### config.mk
export PLATFORM = sky130hd
export DESIGN_NAME = cap_unit
export DESIGN_NICKNAME = d
export VERILOG_FILES = /design/src/rtl/cap_pkg.sv /design/src/rtl/cap_ctrl.sv /design/src/rtl/cap_dp.sv /design/src/rtl/cap_unit.sv
export SDC_FILE = /design/constraint.sdc
export NUM_CORES = 1
export LEC_CHECK = 0
export CORE_ASPECT_RATIO = 0.8
export CORE_MARGIN = 10
export CORE_UTILIZATION = 55
export CTS_BUF_LIST = sky130_fd_sc_hd__clkbuf_2
export CTS_CLUSTER_DIAMETER = 40
export CTS_CLUSTER_SIZE = 12
export DETAILED_ROUTE_END_ITERATION = 10
export PLACE_DENSITY = 0.78
export SLEW_MARGIN = 20
export SYNTH_ARGS = -nofsm -noshare
export SYNTH_HDL_FRONTEND = slang
export SYNTH_SLANG_ARGS = --single-unit
### constraint.sdc
create_clock -name clk -period 6 [get_ports clk]
set_input_delay 0.6 -clock clk [delete_from_list [all_inputs] [get_ports clk]]
set_output_delay 0.6 -clock clk [all_outputs]
set_load 0.005 [all_outputs]
### src/rtl/cap_pkg.sv
package cap_pkg;

  // Edge codes carried in modeCfg[3:0]
  typedef enum logic [3:0] {
    EDGE_ANY    = 4'd0,
    EDGE_RISE   = 4'd1,
    EDGE_FALL   = 4'd2,
    EDGE_BOTH   = 4'd3,
    EDGE_RISE4  = 4'd4,
    EDGE_RISE16 = 4'd5
  } edgeCode_e;

  // Bit positions inside the configuration word
  localparam int CFG_WIDE_BIT = 5;
  localparam int CFG_SEL_BIT  = 4;

  // Strobes from control to datapath
  typedef struct packed {
    logic push;   // store the current timer value
    logic flush;  // empty buffer, clear overflow
  } capStrobe_t;

endpackage

### src/rtl/cap_ctrl.sv
module cap_ctrl
  import cap_pkg::*;
#(
  parameter int PRE_FEW  = 4,
  parameter int PRE_MANY = 16
) (
  input  logic       clk,
  input  logic       rstN,
  input  logic       enable,
  input  logic       capIn,
  input  logic [5:0] modeCfg,
  output capStrobe_t strobe,
  output logic       capPulse
);

  localparam int CW = $clog2(PRE_MANY);
  localparam logic [CW-1:0] FEW_LAST  = CW'(PRE_FEW - 1);
  localparam logic [CW-1:0] MANY_LAST = CW'(PRE_MANY - 1);

  logic          prevIn;
  logic [5:0]    lastMode;
  logic [CW-1:0] riseCnt;
  logic          rise, fall, active, modeChange, qualify, prescaled;
  logic [CW-1:0] cntLast;
  logic [3:0]    code;

  assign code       = modeCfg[3:0];
  assign rise       = capIn & ~prevIn;
  assign fall       = ~capIn & prevIn;
  assign active     = enable & modeCfg[CFG_SEL_BIT];
  assign modeChange = (modeCfg != lastMode);
  assign prescaled  = (code == EDGE_RISE4) || (code == EDGE_RISE16);
  assign cntLast    = (code == EDGE_RISE4) ? FEW_LAST : MANY_LAST;

  always_comb begin
    case (code)
      EDGE_ANY, EDGE_BOTH:     qualify = rise | fall;
      EDGE_RISE:               qualify = rise;
      EDGE_FALL:               qualify = fall;
      EDGE_RISE4, EDGE_RISE16: qualify = rise && (riseCnt == cntLast);
      default:                 qualify = 1'b0;
    endcase
  end

  assign strobe.push  = active & ~modeChange & qualify;
  assign strobe.flush = ~enable;

  always_ff @(posedge clk or negedge rstN) begin
    if (!rstN) begin
      prevIn   <= 1'b0;
      lastMode <= '0;
      riseCnt  <= '0;
      capPulse <= 1'b0;
    end else begin
      prevIn   <= capIn;
      lastMode <= modeCfg;
      capPulse <= strobe.push;
      if (!enable || modeChange) begin
        riseCnt <= '0;
      end else if (active && prescaled && rise) begin
        riseCnt <= (riseCnt == cntLast) ? '0 : riseCnt + 1'b1;
      end
    end
  end

  // nothing is captured while the unit is inactive
  a_r8_no_push_idle: assert property (@(posedge clk) disable iff (!rstN)
    !active |-> !strobe.push);

  // a rising-only capture needs the input high
  a_r2_rise_level: assert property (@(posedge clk) disable iff (!rstN)
    (strobe.push && code == EDGE_RISE) |-> capIn);

  // a falling-only capture needs the input low
  a_r3_fall_level: assert property (@(posedge clk) disable iff (!rstN)
    (strobe.push && code == EDGE_FALL) |-> !capIn);

  // the prescaler is zero the cycle after a mode change
  a_r12_cnt_cleared: assert property (@(posedge clk) disable iff (!rstN)
    (modeChange || !enable) |=> (riseCnt == '0));

endmodule

### src/rtl/cap_dp.sv
module cap_dp
  import cap_pkg::*;
#(
  parameter int WIDTH = 32,
  parameter int DEPTH = 4
) (
  input  logic             clk,
  input  logic             rstN,
  input  capStrobe_t       strobe,
  input  logic             wide,
  input  logic [WIDTH-1:0] capVal,
  input  logic             rdStrobe,
  output logic [WIDTH-1:0] rdData,
  output logic             notEmpty,
  output logic             overflow
);

  localparam int HALF = WIDTH / 2;
  localparam int AW   = (DEPTH > 1) ? $clog2(DEPTH) : 1;
  localparam logic [AW:0]   FULL_CNT = (AW+1)'(DEPTH);
  localparam logic [AW-1:0] LAST_IDX = AW'(DEPTH - 1);

  logic [WIDTH-1:0] mem [DEPTH];
  logic [AW-1:0]    wrPtr, rdPtr;
  logic [AW:0]      count;
  logic [WIDTH-1:0] capWord;
  logic             full, pop, accept;

  assign capWord  = wide ? capVal : {{(WIDTH-HALF){1'b0}}, capVal[HALF-1:0]};
  assign full     = (count == FULL_CNT);
  assign pop      = rdStrobe && (count != '0);
  assign accept   = strobe.push && (!full || pop);
  assign notEmpty = (count != '0);

  always_ff @(posedge clk) begin
    if (accept && !strobe.flush) mem[wrPtr] <= capWord;
  end

  always_ff @(posedge clk or negedge rstN) begin
    if (!rstN) begin
      wrPtr    <= '0;
      rdPtr    <= '0;
      count    <= '0;
      overflow <= 1'b0;
      rdData   <= '0;
    end else if (strobe.flush) begin
      wrPtr    <= '0;
      rdPtr    <= '0;
      count    <= '0;
      overflow <= 1'b0;
    end else begin
      if (accept) wrPtr <= (wrPtr == LAST_IDX) ? '0 : wrPtr + 1'b1;
      if (pop) begin
        rdData <= mem[rdPtr];
        rdPtr  <= (rdPtr == LAST_IDX) ? '0 : rdPtr + 1'b1;
      end
      case ({accept, pop})
        2'b10:   count <= count + 1'b1;
        2'b01:   count <= count - 1'b1;
        default: count <= count;
      endcase
      if (strobe.push && !accept) overflow <= 1'b1;
    end
  end

  // occupancy never exceeds the depth
  a_r9_count_bound: assert property (@(posedge clk) disable iff (!rstN)
    count <= FULL_CNT);

  // overflow stays set until a flush
  a_r10_ovf_sticky: assert property (@(posedge clk) disable iff (!rstN)
    (overflow && !strobe.flush) |=> overflow);

  // overflow only rises after a capture request
  a_r10_ovf_cause: assert property (@(posedge clk) disable iff (!rstN)
    $rose(overflow) |-> $past(strobe.push));

  // a read of an empty buffer leaves the read data alone
  a_r11_empty_read: assert property (@(posedge clk) disable iff (!rstN)
    (rdStrobe && !notEmpty) |=> $stable(rdData));

endmodule

### src/rtl/cap_unit.sv
module cap_unit
  import cap_pkg::*;
(
  input  logic        clk,
  input  logic        rstN,
  input  logic        enable,
  input  logic        capIn,
  input  logic [31:0] timerVal,
  input  logic [5:0]  modeCfg,
  input  logic        rdStrobe,
  output logic [31:0] rdData,
  output logic        notEmpty,
  output logic        overflow,
  output logic        capPulse
);

  capStrobe_t strobe;

  cap_ctrl #(.PRE_FEW(4), .PRE_MANY(16)) u_ctrl (
    .clk      (clk),
    .rstN     (rstN),
    .enable   (enable),
    .capIn    (capIn),
    .modeCfg  (modeCfg),
    .strobe   (strobe),
    .capPulse (capPulse)
  );

  cap_dp #(.WIDTH(32), .DEPTH(4)) u_dp (
    .clk      (clk),
    .rstN     (rstN),
    .strobe   (strobe),
    .wide     (modeCfg[CFG_WIDE_BIT]),
    .capVal   (timerVal),
    .rdStrobe (rdStrobe),
    .rdData   (rdData),
    .notEmpty (notEmpty),
    .overflow (overflow)
  );

  // each pulse follows a capture request
  a_r13_pulse_src: assert property (@(posedge clk) disable iff (!rstN)
    $rose(capPulse) |-> $past(strobe.push));

endmodule

==> run metrics <==
status=completed; Crit. End Element=flip-flop; Syn Area/Cell=18.8 sq um; share of cells above drive strength 1=23.5%; gr usage total=14.9%; First-pass DRT Iterations=4; Comb power frac=7.7%; Slew HR=40.9%; Final ANT Viol Nets=0; Pwr Density=260 mW/mm^2; Worst R2R End=u_dp.count[1]$_DFFE_PN0P_; RSZ-0062 raised after global routing=false; total negative slack=0 ns; drt drc=0; Root Buffer=clkbuf_2; DPL Wire Length=7990 um; Final Hold Vio Count=0; number of max-cap violations=0; post-synth cell types=48; P_int=1.70 mW; row count=37; Yosys warnings=0; sequential share of the synthesized area=72.5%; Die Y-Extent=122 um; post-route cell area=0.00828 sq mm; vias per cell=5.45; Max VDD drop=0.155 mV; Synth Instances=377; fin util=65.0%; Worst EP required=6.58 ns; clock tree buffer depth=2; min Tclk post-route=2.80 ns; detailed-route via count=3535; first-pass GRT wire length=20600 um; Sw Pwr=0.458 mW; register bit total from synthesis=180; final number of setup-violating endpoints=0; slowest cell delay on critical path=0.52 ns; CP cell instances=clkdlybuf4s50_1, inv_1, ha_1, nor2_1, a21oi_1, o211ai_2, a31oi_1, inv_1, fa_1, and4b_1, or4_1; initial core utilization=55.8%; initial antenna violation count=1; commonest cells in the netlist=edfxtp_1, dfrtp_1, mux2_2; Post-synth EDFFs=128; grt ovf=0; vias in the first global route=3739; worst-path maximum fanout=4; Worst Hold Class=input port to flip-flop; Placed Area=0.00803 sq mm; Tot Pwr=2.16 mW; post-route clock period utilization=46.7%; DRT iter0 DRCs=261; Crit Path Class=input port to flip-flop; H-tree depth=4; clock skew=0.0422 ns; RR Startpoint=u_ctrl.prevIn$_DFF_PN0_; Final Slew Violations=0; WP data arrival=3.38 ns; clock latency on the worst-skew pair=0.69 ns; Sw Ratio=21.3%; IO Port Bufs=77; Reg power frac=63.9%; Top FF cell, synth=edfxtp_1; Core ar.=0.0127 sq mm; Num CTS Buffers=17; cell with the most instances after synthesis=edfxtp_1; total wire length=12800 um; Yosys top cell by area=edfxtp_1; Worst Max-Slew Pin Slew=0.883 ns; startpoint types=input port; P_leak=3.01 nW; Hold Startpoint=capIn; CTS Sinks=180; pin count of the biggest net entering global routing=53; GP Congestion=0.781; nets@finish=512; Post-Syn Nets=429; largest cells by area after synthesis=edfxtp_1, dfrtp_1, mux4_2; clock power share=28.4%; DIE AREA=0.0179 sq mm; CP top delay family=adder cells; Reg2Reg Setup Slack=3.21 ns; cts repair resizes=0; I/O pin cnt=78; fmax=357 MHz; worst hold path depth=1; Layout area overhead=16.6%; clk slew on worst S/H paths=0.23 ns; asr flop ratio synth=28.9%; path depth of the worst reg2reg path=10; WL/cell=19.7 um; number of buffer and inverter stages on the critical path=3; CTS tree=done; Worst Hold Endpoint=u_ctrl.prevIn$_DFF_PN0_; Die Width=147 um; Top cell by count, worst path=inv_1; share of the synthesized area in the top cell type=54.2%; Synth Cell Area=0.00710 sq mm; critical path's slowest cell=clkdlybuf4s50_1
==> metrics by stage <==
stage,setup slack [ns],hold WS [ns],cells
2_1_floorplan,3.18,0.304,377
3_3_place_gp,2.58,0.476,615
3_5_place_dp,2.47,0.483,615
4_1_cts,3.18,0.330,648
5_1_grt,3.09,0.307,649
6_report,3.20,0.417,649
==> power by group through the flow <==
stage               registers, mW  logic [mW]  clock network (mW)
global placement             1.40       0.162                   0
CTS                          1.38       0.169               0.627
finish                       1.38       0.165               0.613
global route                 1.38       0.180               0.686
floorplan                    1.40      0.0552                   0
detailed placement           1.40       0.168                   0
==> sequential cells by signal, indices dropped and copies added, names as in the netlist <==
name and cells:
u_ctrl.capPulse 1, u_ctrl.lastMode 6, u_ctrl.prevIn 1, u_ctrl.riseCnt 4
u_dp.count 3, u_dp.mem 128, u_dp.overflow 1, u_dp.rdData 32
u_dp.rdPtr 2, u_dp.wrPtr 2
==> layout make-up <==
class / count / area [sq um]
repair buffers: 80 / 791
fillers: 883 / 4450
well taps: 175 / 219
clock inverters: 12 / 140
flip-flops and latches: 180 / 5150
clock buffers: 20 / 100
diodes: 1 / 2.50
inverters: 9 / 33.8
multi-input cells: 172 / 1850
==> what timing repair did <==
action / in CTS / in global routing
hold endpoints to repair: 43 / 0
setup buffers: 0 / 0
hold buffers: 1 / 0
==> cell families after synthesis <==
kind of cell | after synthesis | share of synthesized area, %
buffers and inverters | 25 | 1.55
DFF | 180 | 72.5
and+or+nand+nor | 73 | 6.08
AOI/OAI and AO/OA | 15 | 1.50
muxes | 69 | 16.0
xor gates and xnor gates | 6 | 0.740
adders and majority gates | 9 | 1.69
==> per-layer routing <==
| metal | vias up | track usage [%] | part of all wire, % |
|---|---|---|---|
| met5 | - | 0 | 0 |
| met4 | 0 | 5.93 | 1.2 |
| met3 | 9 | 3.96 | 5.4 |
| met2 | 106 | 23.8 | 48 |
| met1 | 1795 | 19.4 | 45 |
| li1 | 1625 | - | - |
==> placed cells by master, fill, tap and decap left out, types with 2 or more instances in the layout <==
master,netlist,final
clkinv_2,0,2
and2_1,19,19
nand2_1,17,16
xor2_1,2,2
dfrtp_1,52,50
and2_2,5,5
a21oi_1,3,3
edfxtp_1,128,128
xnor2_1,4,4
buf_4,1,2
mux2_2,33,33
inv_1,9,9
mux2i_1,4,4
o21ai_0,3,3
mux4_2,32,32
clkbuf_2,0,20
bufinv_16,0,3
nor3_1,3,3
ha_1,8,8
and4b_1,2,2
nor2_1,8,8
clkdlybuf4s50_1,0,76
clkinv_4,0,2
dfrtp_2,0,2
nand3_1,4,4
clkinv_1,0,4
==> worst max-delay path by stage <==
stage,start,endpoint,cells past startpoint
after floorplan,capIn,u_dp.count[1]$_DFFE_PN0P_,9
after global placement,modeCfg[5],u_dp.count[1]$_DFFE_PN0P_,8
after detailed placement,modeCfg[5],u_dp.count[1]$_DFFE_PN0P_,8
after CTS,u_dp.count[1]$_DFFE_PN0P_,notEmpty,2
after global routing,u_dp.count[1]$_DFFE_PN0P_,notEmpty,2
final,capIn,u_dp.count[1]$_DFFE_PN0P_,11
No activity file was read; power rests on OpenSTA's default activity.
